### config.mk
export PLATFORM = sky130hd
export DESIGN_NAME = xfer_fifo_pair
export DESIGN_NICKNAME = d
export VERILOG_FILES = /design/src/rtl/fifo_pair_pkg.sv /design/src/rtl/xfer_fifo.sv /design/src/rtl/lvl_trigger.sv /design/src/rtl/fifo_status.sv /design/src/rtl/xfer_fifo_pair.sv
export SDC_FILE = /design/constraint.sdc
export NUM_CORES = 2
export LEC_CHECK = 0
export ABC_AREA = 1
export BUFFER_PORTS_ARGS = -buffer_cell sky130_fd_sc_hd__buf_2
export CAP_MARGIN = 0
export CELL_PAD_IN_SITES_DETAIL_PLACEMENT = 1
export CELL_PAD_IN_SITES_GLOBAL_PLACEMENT = 2
export CORE_MARGIN = 2
export CORE_UTILIZATION = 48
export DETAILED_ROUTE_END_ITERATION = 12
export PLACE_DENSITY = 0.84
export SETUP_SLACK_MARGIN = 0.1
export SYNTH_ARGS = -nofsm -noshare
export SYNTH_HDL_FRONTEND = slang
export SYNTH_SLANG_ARGS = --single-unit
### constraint.sdc
create_clock -name clk -period 10.1 [get_ports clk]
set_input_delay 2.02 -clock clk [delete_from_list [all_inputs] [get_ports clk]]
set_output_delay 2.02 -clock clk [all_outputs]
set_load 0.05 [all_outputs]
### src/rtl/fifo_pair_pkg.sv
package fifo_pair_pkg;

    localparam int unsigned STAT_W     = 32;
    localparam int unsigned STAT_CNT_W = 7;

    // status word bit positions
    localparam int unsigned SB_RX_EMPTY = 0;
    localparam int unsigned SB_RX_FULL  = 1;
    localparam int unsigned SB_TX_EMPTY = 2;
    localparam int unsigned SB_TX_FULL  = 3;
    localparam int unsigned SB_TX_FLUSH = 14;
    localparam int unsigned SB_RX_FLUSH = 15;
    localparam int unsigned SB_TX_FREE  = 16;
    localparam int unsigned SB_RX_FILL  = 23;

    // sticky flag indices; status bit = SK_BASE + index
    localparam int unsigned SK_RX_UNF = 0;
    localparam int unsigned SK_RX_OVF = 1;
    localparam int unsigned SK_TX_UNF = 2;
    localparam int unsigned SK_TX_OVF = 3;
    localparam int unsigned SK_ERR    = 4;
    localparam int unsigned SK_N      = 5;
    localparam int unsigned SK_BASE   = 4;

    typedef enum logic [1:0] {
        LVL_1  = 2'd0,
        LVL_4  = 2'd1,
        LVL_8  = 2'd2,
        LVL_16 = 2'd3
    } lvl_code_e;

    typedef struct packed {
        logic empty;
        logic full;
        logic ovf_evt;
        logic unf_evt;
    } fifo_flags_t;

    function automatic int unsigned lvl_entries(lvl_code_e code);
        case (code)
            LVL_1:   return 1;
            LVL_4:   return 4;
            LVL_8:   return 8;
            default: return 16;
        endcase
    endfunction

endpackage

### src/rtl/xfer_fifo.sv
module xfer_fifo
    import fifo_pair_pkg::*;
#(
    parameter int unsigned DEPTH = 64,
    parameter int unsigned WIDTH = 32,
    localparam int unsigned CNT_W = $clog2(DEPTH + 1),
    localparam int unsigned AW    = (DEPTH > 1) ? $clog2(DEPTH) : 1
) (
    input  logic             clk,
    input  logic             rst,
    input  logic             flush,
    input  logic             push,
    input  logic [WIDTH-1:0] push_data,
    input  logic             pop,
    output logic [WIDTH-1:0] pop_data,
    output logic [CNT_W-1:0] count,
    output fifo_flags_t      flags
);

    logic [WIDTH-1:0] mem [DEPTH];
    logic [AW-1:0]    wr_ptr;
    logic [AW-1:0]    rd_ptr;
    logic             is_empty;
    logic             is_full;
    logic             do_push;
    logic             do_pop;

    function automatic logic [AW-1:0] ptr_inc(logic [AW-1:0] p);
        return (p == AW'(DEPTH - 1)) ? '0 : p + 1'b1;
    endfunction

    assign is_empty = (count == '0);
    assign is_full  = (count == CNT_W'(DEPTH));
    assign do_push  = push && !is_full && !flush;
    assign do_pop   = pop && !is_empty && !flush;

    always_ff @(posedge clk) begin
        if (rst || flush) begin
            wr_ptr <= '0;
            rd_ptr <= '0;
            count  <= '0;
        end else begin
            if (do_push) wr_ptr <= ptr_inc(wr_ptr);
            if (do_pop)  rd_ptr <= ptr_inc(rd_ptr);
            case ({do_push, do_pop})
                2'b10:   count <= count + 1'b1;
                2'b01:   count <= count - 1'b1;
                default: count <= count;
            endcase
        end
    end

    always_ff @(posedge clk) begin
        if (do_push) mem[wr_ptr] <= push_data;
    end

    assign pop_data      = is_empty ? '0 : mem[rd_ptr];
    assign flags.empty   = is_empty;
    assign flags.full    = is_full;
    assign flags.ovf_evt = push && is_full && !flush;
    assign flags.unf_evt = pop && is_empty && !flush;


    depth_bound_chk: assert property (@(posedge clk) disable iff (rst)
        count <= CNT_W'(DEPTH));


    flush_empty_chk: assert property (@(posedge clk) disable iff (rst)
        flush |=> (count == '0));


    ovf_no_move_chk: assert property (@(posedge clk) disable iff (rst)
        (push && is_full && !pop && !flush) |=> (count == CNT_W'(DEPTH)));


    unf_no_move_chk: assert property (@(posedge clk) disable iff (rst)
        (pop && is_empty && !push && !flush) |=> (count == '0));

endmodule

### src/rtl/lvl_trigger.sv
module lvl_trigger
    import fifo_pair_pkg::*;
#(
    parameter int unsigned CNT_W = 7
) (
    input  logic [CNT_W-1:0] level_cnt,
    input  lvl_code_e        code,
    input  logic             dma_en,
    input  logic             irq_en,
    output logic             dma_req,
    output logic             irq_req
);

    logic [CNT_W-1:0] threshold;
    logic             hit;

    assign threshold = CNT_W'(lvl_entries(code));
    assign hit       = (level_cnt >= threshold);
    assign dma_req   = hit && dma_en;
    assign irq_req   = hit && irq_en;

endmodule

### src/rtl/fifo_status.sv
module fifo_status
    import fifo_pair_pkg::*;
#(
    parameter int unsigned CNT_W = 7
) (
    input  logic              clk,
    input  logic              rst,
    input  logic              wr_en,
    input  logic [STAT_W-1:0] wr_data,
    input  fifo_flags_t       tx_flags,
    input  fifo_flags_t       rx_flags,
    input  logic [CNT_W-1:0]  tx_free,
    input  logic [CNT_W-1:0]  rx_fill,
    output logic [STAT_W-1:0] status,
    output logic              tx_flush,
    output logic              rx_flush
);

    logic [SK_N-1:0] evt;
    logic [SK_N-1:0] clr;
    logic [SK_N-1:0] sticky;
    logic            unused_wr_bits;

    assign evt[SK_RX_UNF] = rx_flags.unf_evt;
    assign evt[SK_RX_OVF] = rx_flags.ovf_evt;
    assign evt[SK_TX_UNF] = tx_flags.unf_evt;
    assign evt[SK_TX_OVF] = tx_flags.ovf_evt;
    assign evt[SK_ERR]    = rx_flags.unf_evt | rx_flags.ovf_evt |
                            tx_flags.unf_evt | tx_flags.ovf_evt;

    assign clr      = wr_en ? wr_data[SK_BASE +: SK_N] : '0;
    assign tx_flush = wr_en && wr_data[SB_TX_FLUSH];
    assign rx_flush = wr_en && wr_data[SB_RX_FLUSH];
    assign unused_wr_bits = ^{wr_data[STAT_W-1:SB_RX_FLUSH+1],
                              wr_data[SB_TX_FLUSH-1:SK_BASE+SK_N],
                              wr_data[SK_BASE-1:0]};

    for (genvar i = 0; i < SK_N; i++) begin : g_sticky
        always_ff @(posedge clk) begin
            if (rst) sticky[i] <= 1'b0;
            else     sticky[i] <= (sticky[i] && !clr[i]) || evt[i];
        end


        sticky_hold_chk: assert property (@(posedge clk) disable iff (rst)
            (sticky[i] && !clr[i]) |=> sticky[i]);


        w1c_clear_chk: assert property (@(posedge clk) disable iff (rst)
            (clr[i] && !evt[i]) |=> !sticky[i]);
    end


    err_summary_chk: assert property (@(posedge clk) disable iff (rst)
        (|evt[SK_TX_OVF:SK_RX_UNF]) |=> sticky[SK_ERR]);

    always_comb begin
        status = '0;
        status[SB_RX_EMPTY] = rx_flags.empty;
        status[SB_RX_FULL]  = rx_flags.full;
        status[SB_TX_EMPTY] = tx_flags.empty;
        status[SB_TX_FULL]  = tx_flags.full;
        status[SK_BASE +: SK_N] = sticky;
        status[SB_TX_FREE +: STAT_CNT_W] = STAT_CNT_W'(tx_free);
        status[SB_RX_FILL +: STAT_CNT_W] = STAT_CNT_W'(rx_fill);
    end

endmodule

### src/rtl/xfer_fifo_pair.sv
module xfer_fifo_pair
    import fifo_pair_pkg::*;
#(
    parameter int unsigned DEPTH  = 64,
    parameter int unsigned DATA_W = 32
) (
    input  logic              clk,
    input  logic              rst,
    input  logic              tx_wr_en,
    input  logic [DATA_W-1:0] tx_wr_data,
    input  logic              tx_rd_en,
    output logic [DATA_W-1:0] tx_rd_data,
    input  logic              rx_wr_en,
    input  logic [DATA_W-1:0] rx_wr_data,
    input  logic              rx_rd_en,
    output logic [DATA_W-1:0] rx_rd_data,
    input  logic              stat_wr_en,
    input  logic [31:0]       stat_wr_data,
    output logic [31:0]       stat_rd_data,
    input  logic [1:0]        cfg_tx_lvl,
    input  logic [1:0]        cfg_rx_lvl,
    input  logic              cfg_dma_en,
    input  logic              cfg_tx_ie,
    input  logic              cfg_rx_ie,
    output logic              tx_dma_req,
    output logic              rx_dma_req,
    output logic              tx_irq,
    output logic              rx_irq
);

    localparam int unsigned CNT_W = $clog2(DEPTH + 1);

    fifo_flags_t      tx_flags;
    fifo_flags_t      rx_flags;
    logic [CNT_W-1:0] tx_count;
    logic [CNT_W-1:0] rx_count;
    logic [CNT_W-1:0] tx_free;
    logic             tx_flush;
    logic             rx_flush;

    assign tx_free = CNT_W'(DEPTH) - tx_count;

    xfer_fifo #(.DEPTH(DEPTH), .WIDTH(DATA_W)) u_tx_fifo (
        .clk       (clk),
        .rst       (rst),
        .flush     (tx_flush),
        .push      (tx_wr_en),
        .push_data (tx_wr_data),
        .pop       (tx_rd_en),
        .pop_data  (tx_rd_data),
        .count     (tx_count),
        .flags     (tx_flags)
    );

    xfer_fifo #(.DEPTH(DEPTH), .WIDTH(DATA_W)) u_rx_fifo (
        .clk       (clk),
        .rst       (rst),
        .flush     (rx_flush),
        .push      (rx_wr_en),
        .push_data (rx_wr_data),
        .pop       (rx_rd_en),
        .pop_data  (rx_rd_data),
        .count     (rx_count),
        .flags     (rx_flags)
    );

    fifo_status #(.CNT_W(CNT_W)) u_status (
        .clk      (clk),
        .rst      (rst),
        .wr_en    (stat_wr_en),
        .wr_data  (stat_wr_data),
        .tx_flags (tx_flags),
        .rx_flags (rx_flags),
        .tx_free  (tx_free),
        .rx_fill  (rx_count),
        .status   (stat_rd_data),
        .tx_flush (tx_flush),
        .rx_flush (rx_flush)
    );

    lvl_trigger #(.CNT_W(CNT_W)) u_tx_trig (
        .level_cnt (tx_free),
        .code      (lvl_code_e'(cfg_tx_lvl)),
        .dma_en    (cfg_dma_en),
        .irq_en    (cfg_tx_ie),
        .dma_req   (tx_dma_req),
        .irq_req   (tx_irq)
    );

    lvl_trigger #(.CNT_W(CNT_W)) u_rx_trig (
        .level_cnt (rx_count),
        .code      (lvl_code_e'(cfg_rx_lvl)),
        .dma_en    (cfg_dma_en),
        .irq_en    (cfg_rx_ie),
        .dma_req   (rx_dma_req),
        .irq_req   (rx_irq)
    );


    tx_req_room_chk: assert property (@(posedge clk) disable iff (rst)
        (tx_dma_req || tx_irq) |-> !tx_flags.full);


    rx_req_data_chk: assert property (@(posedge clk) disable iff (rst)
        (rx_dma_req || rx_irq) |-> !rx_flags.empty);

endmodule

==> PnR_summary.wiki <==
{| class="wikitable"
! Metric !! Value
|-
| Via count of the first global-routing pass || 117000
|-
| Kind of start point of the critical path || flip-flop
|-
| Number of top-level pins || 210
|-
| Final HPWL DP || 265 mm
|-
| Worst voltage drop across the vdd grid || 0.327 mV
|-
| Clk Latency, worst-skew pair || 980 ps
|-
| Wire length of the first global-routing pass || 762 mm
|-
| RSZ-0062 raised after global routing || no
|-
| Critical path arrival || 5720 ps
|-
| Async set or reset register ratio after synthesis || 0%
|-
| Final critical-path share of the clock period || 76.7%
|-
| Die Ht || 590 um
|-
| Post-Route Hold Slack || 468 ps
|-
| Number of clock sinks || 4151
|-
| Root buffer cell || sky130_fd_sc_hd__clkbuf_16
|-
| Total of flip-flops plus latches after synthesis || 4151
|-
| Number of warnings printed during yosys synthesis || 0
|-
| Cells taking the most area after synthesis || sky130_fd_sc_hd__edfxtp_1, sky130_fd_sc_hd__o21ai_0, sky130_fd_sc_hd__nor2_1
|-
| Delay of the slowest critical-path stage || 970 ps
|-
| Capture point of the critical path || rx_rd_data[4]
|-
| Final-report max-slew violation count || 0
|-
| Iter 0 DRT Violations || 14100
|-
| Final Non-Filler Cells || 17700
|-
| Core occupancy in the finished layout || 53.7%
|-
| Net count of the finished layout || 12900
|-
| Number of buffers inserted by hold repair at cts || 0
|-
| Peak clock frequency supported by timing || 129 MHz
|-
| Pin count of the biggest net entering global routing || 250
|-
| Type of the most critical hold path || reg2reg
|-
| Number of port buffers || 175
|-
| Run status || complete, no violations
|-
| Largest area contributor in the synthesized netlist || sky130_fd_sc_hd__edfxtp_1
|-
| Post-detailed-route count of antenna-violating nets || 0
|-
| Maximum fanout count along the critical path || 162
|-
| Library cells used by synthesis || 43
|-
| Most prevalent standard cell on the critical path || sky130_fd_sc_hd__nand3_1
|-
| Count of final hold-check violations || 0
|-
| Area growth from synthesis to layout || 11.5%
|-
| Number of buffers created by CTS || 424
|-
| First-pass iteration count of the detailed router || 6
|-
| Register area share after synthesis || 75.3%
|-
| Setup skew after layout || 32.5 ps
|-
| Crit end category || output pin
|-
| Critical-path cell with the highest stage delay || sky130_fd_sc_hd__dfxtp_4
|-
| Hold-critical path depth || 2
|-
| Via density per instance || 6.31
|-
| Portion of synthesized cell area occupied by the leading cell type || 74.6%
|-
| Number of fill cells || 33600
|-
| Max-cap violation count || 0
|-
| Share of layout cells above drive strength 1 || 9.13%
|-
| # H-tree levels || 5
|-
| Horizontal die dimension || 590 um
|-
| Deepest clock path buffer count || 4
|-
| Core region area || 342000 um^2
|-
| Synthesized cell area || 165000 um^2
|-
| Aggregate global-route resource usage || 29.5%
|-
| Overflow left after global routing || 0
|-
| CTS tree || yes
|-
| Post-cts repair resize count || 0
|-
| Most common flop cell mapped by yosys || sky130_fd_sc_hd__edfxtp_1
|-
| Terminus of the critical flop-to-flop path || u_tx_fifo.mem[58][29]
|-
| Number of flops mapped to enable cells by yosys || 4096
|-
| Slack of the worst reg-to-reg path || 6090 ps
|-
| Final setup violation count || 0
|-
| Initial antenna violation count || 39
|-
| Leak Pwr || 60.6 nW
|-
| Slew headroom || 5.18%
|-
| Period minus WS final || 7740 ps
|-
| Startpoint of the worst register-to-register path || u_tx_fifo.count[0]
|-
| Power consumption || 43.8 mW
|-
| Setup WS post-layout || 2360 ps
|-
| Sum Neg Setup Slack || 0 ps
|-
| Required arrival time at the worst endpoint || 8080 ps
|-
| Final wirelength || 525 mm
|-
| Number of instances in the synthesized netlist || 12800
|-
| Avg WL per Cell || 29.6 um
|-
| Worst Tran Pin Value || 1420 ps
|-
| Placement Cell Area || 170000 um^2
|-
| Worst r2r path cells || 11
|-
| Placed cell count || 16900
|-
| Worst setup path class || reg2out
|-
| Worst slack at placement || 3510 ps
|-
| Total via count after detailed routing || 112000
|-
| Overall die area || 348000 um^2
|-
| Number of setup buffers added after CTS || 0
|-
| # DRC || 0
|-
| Non-Filler Cell Area, Final || 184000 um^2
|-
| Cells along the critical path || buf_4 -> buf_12 -> o21ai_0 -> o22ai_1 -> nand2_1 -> nand3_1 -> nand3_1 -> nand3_1 -> nand2_1 -> nor2_1 -> buf_2
|-
| Row cnt || 215
|-
| Total power divided by cell area || 238 nW/um^2
|-
| Starting Density || 48.1%
|-
| Average size of a mapped cell || 12.8 um^2
|-
| Clk pin slew, worst setup/hold paths || 60 ps
|-
| GPL Wtd Cong || 0.780
|}
[cell usage in the layout (no fill, tap or decap), types with 11 or more instances in the layout]
cell type and count:
sky130_fd_sc_hd__a21oi_1 103, sky130_fd_sc_hd__buf_12 24, sky130_fd_sc_hd__buf_2 175, sky130_fd_sc_hd__buf_4 243, sky130_fd_sc_hd__bufinv_16 38, sky130_fd_sc_hd__clkbuf_1 86, sky130_fd_sc_hd__clkbuf_16 437, sky130_fd_sc_hd__clkbuf_8 11
sky130_fd_sc_hd__clkinv_1 97, sky130_fd_sc_hd__clkinv_2 84, sky130_fd_sc_hd__clkinvlp_4 15, sky130_fd_sc_hd__dfxtp_1 43, sky130_fd_sc_hd__diode_2 14, sky130_fd_sc_hd__edfxtp_1 4096, sky130_fd_sc_hd__ha_1 17, sky130_fd_sc_hd__inv_1 83
sky130_fd_sc_hd__nand2_1 1307, sky130_fd_sc_hd__nand3_1 737, sky130_fd_sc_hd__nand4_1 21, sky130_fd_sc_hd__nor2_1 2200, sky130_fd_sc_hd__nor2_4 125, sky130_fd_sc_hd__o211ai_1 24, sky130_fd_sc_hd__o21ai_0 2004, sky130_fd_sc_hd__o21ai_1 87
sky130_fd_sc_hd__o221ai_1 111, sky130_fd_sc_hd__o22ai_1 873, sky130_fd_sc_hd__xor2_1 20
[worst max-delay path, delay by kind of cell (launching register included)]
family	cells	cell delay [ps]
buffers and inverters	3	1590
AND/OR/NAND/NOR	6	1420
AO/OA/AOI/OAI	2	520
flip-flops	1	970
[synth_stat cells, types with 5 or more instances]
master,instances
sky130_fd_sc_hd__inv_1,88
sky130_fd_sc_hd__o22ai_1,873
sky130_fd_sc_hd__dfxtp_1,55
sky130_fd_sc_hd__nand2_1,1307
sky130_fd_sc_hd__xor2_1,20
sky130_fd_sc_hd__inv_2,6
sky130_fd_sc_hd__nand4_1,21
sky130_fd_sc_hd__and3_1,6
sky130_fd_sc_hd__clkbuf_1,478
sky130_fd_sc_hd__o21ai_1,87
sky130_fd_sc_hd__buf_1,67
sky130_fd_sc_hd__ha_1,17
sky130_fd_sc_hd__nand3_1,737
sky130_fd_sc_hd__edfxtp_1,4096
sky130_fd_sc_hd__o221ai_1,111
sky130_fd_sc_hd__buf_12,5
sky130_fd_sc_hd__buf_4,79
sky130_fd_sc_hd__buf_2,213
sky130_fd_sc_hd__buf_6,73
sky130_fd_sc_hd__a21oi_1,103
sky130_fd_sc_hd__o21ai_0,2004
sky130_fd_sc_hd__o211ai_1,24
sky130_fd_sc_hd__nor2_1,2324
sky130_fd_sc_hd__nor3_1,11
[routing by layer]
layer  routed length, um  GRT usage (%)  up-vias  part of all wire, %
met4               17200           9.90        8                  3.3
met2              247000           47.4     5426                   47
li1                    -              -    47200                    -
met1              214000           41.1    58300                   41
met5                  55              0        -                0.010
met3               46400           4.66      925                  8.9
[registers in the layout (all words and copies together), names as in the netlist, named ones only]
| register | count |
|---|---|
| u_rx_fifo.mem | 2048 |
| u_tx_fifo.mem | 2048 |
| u_rx_fifo.count | 7 |
| u_tx_fifo.count | 7 |
| u_rx_fifo.rd_ptr | 6 |
| u_rx_fifo.wr_ptr | 6 |
| u_tx_fifo.rd_ptr | 6 |
| u_tx_fifo.wr_ptr | 6 |
| u_status.status | 5 |
[how the worst min path moves through the flow]
| stage | from | to | slack, ps |
|---|---|---|---|
| 5_1_grt | u_rx_fifo.rd_ptr[4] | u_rx_fifo.rd_ptr[4] | 520 |
| 3_5_place_dp | u_status.status[4] | u_status.status[4] | 460 |
| 3_3_place_gp | u_status.status[6] | u_status.status[6] | 450 |
| 4_1_cts | u_status.status[4] | u_status.status[4] | 480 |
| 2_1_floorplan | u_tx_fifo.rd_ptr[4] | flip-flop | 450 |
| 6_report | u_status.status[4] | u_status.status[4] | 470 |
[power by group]
group          switching, mW  total (mW)  internal, mW
combinational           6.94        9.08          2.14
clock                   6.62        15.5          8.93
sequential             0.141        19.2          19.0
total                   13.7        43.8          30.1
[kinds of logic after synthesis]
kind of cell / synth area share, %
xor gates and xnor gates: 0.117
adders and majority gates: 0.129
AOI/OAI and AO/OA: 10.7
buffers and inverters: 3.05
DFF: 75.3
and+or+nand+nor: 10.7
other: 0.00227
[cell type report]
type                    count  area [um^2]  area share (%)
diodes                     14         35.0          0.0191
clock buffers             534        11400            6.21
clock inverters           245         2190            1.19
inverters                 101          470           0.256
multi-input cells        7677        36700            20.0
flip-flops and latches   4151       124000            67.5
well taps                4557         5700            3.10
repair buffers            442         3180            1.73
No activity file was read; power rests on OpenSTA's default activity.
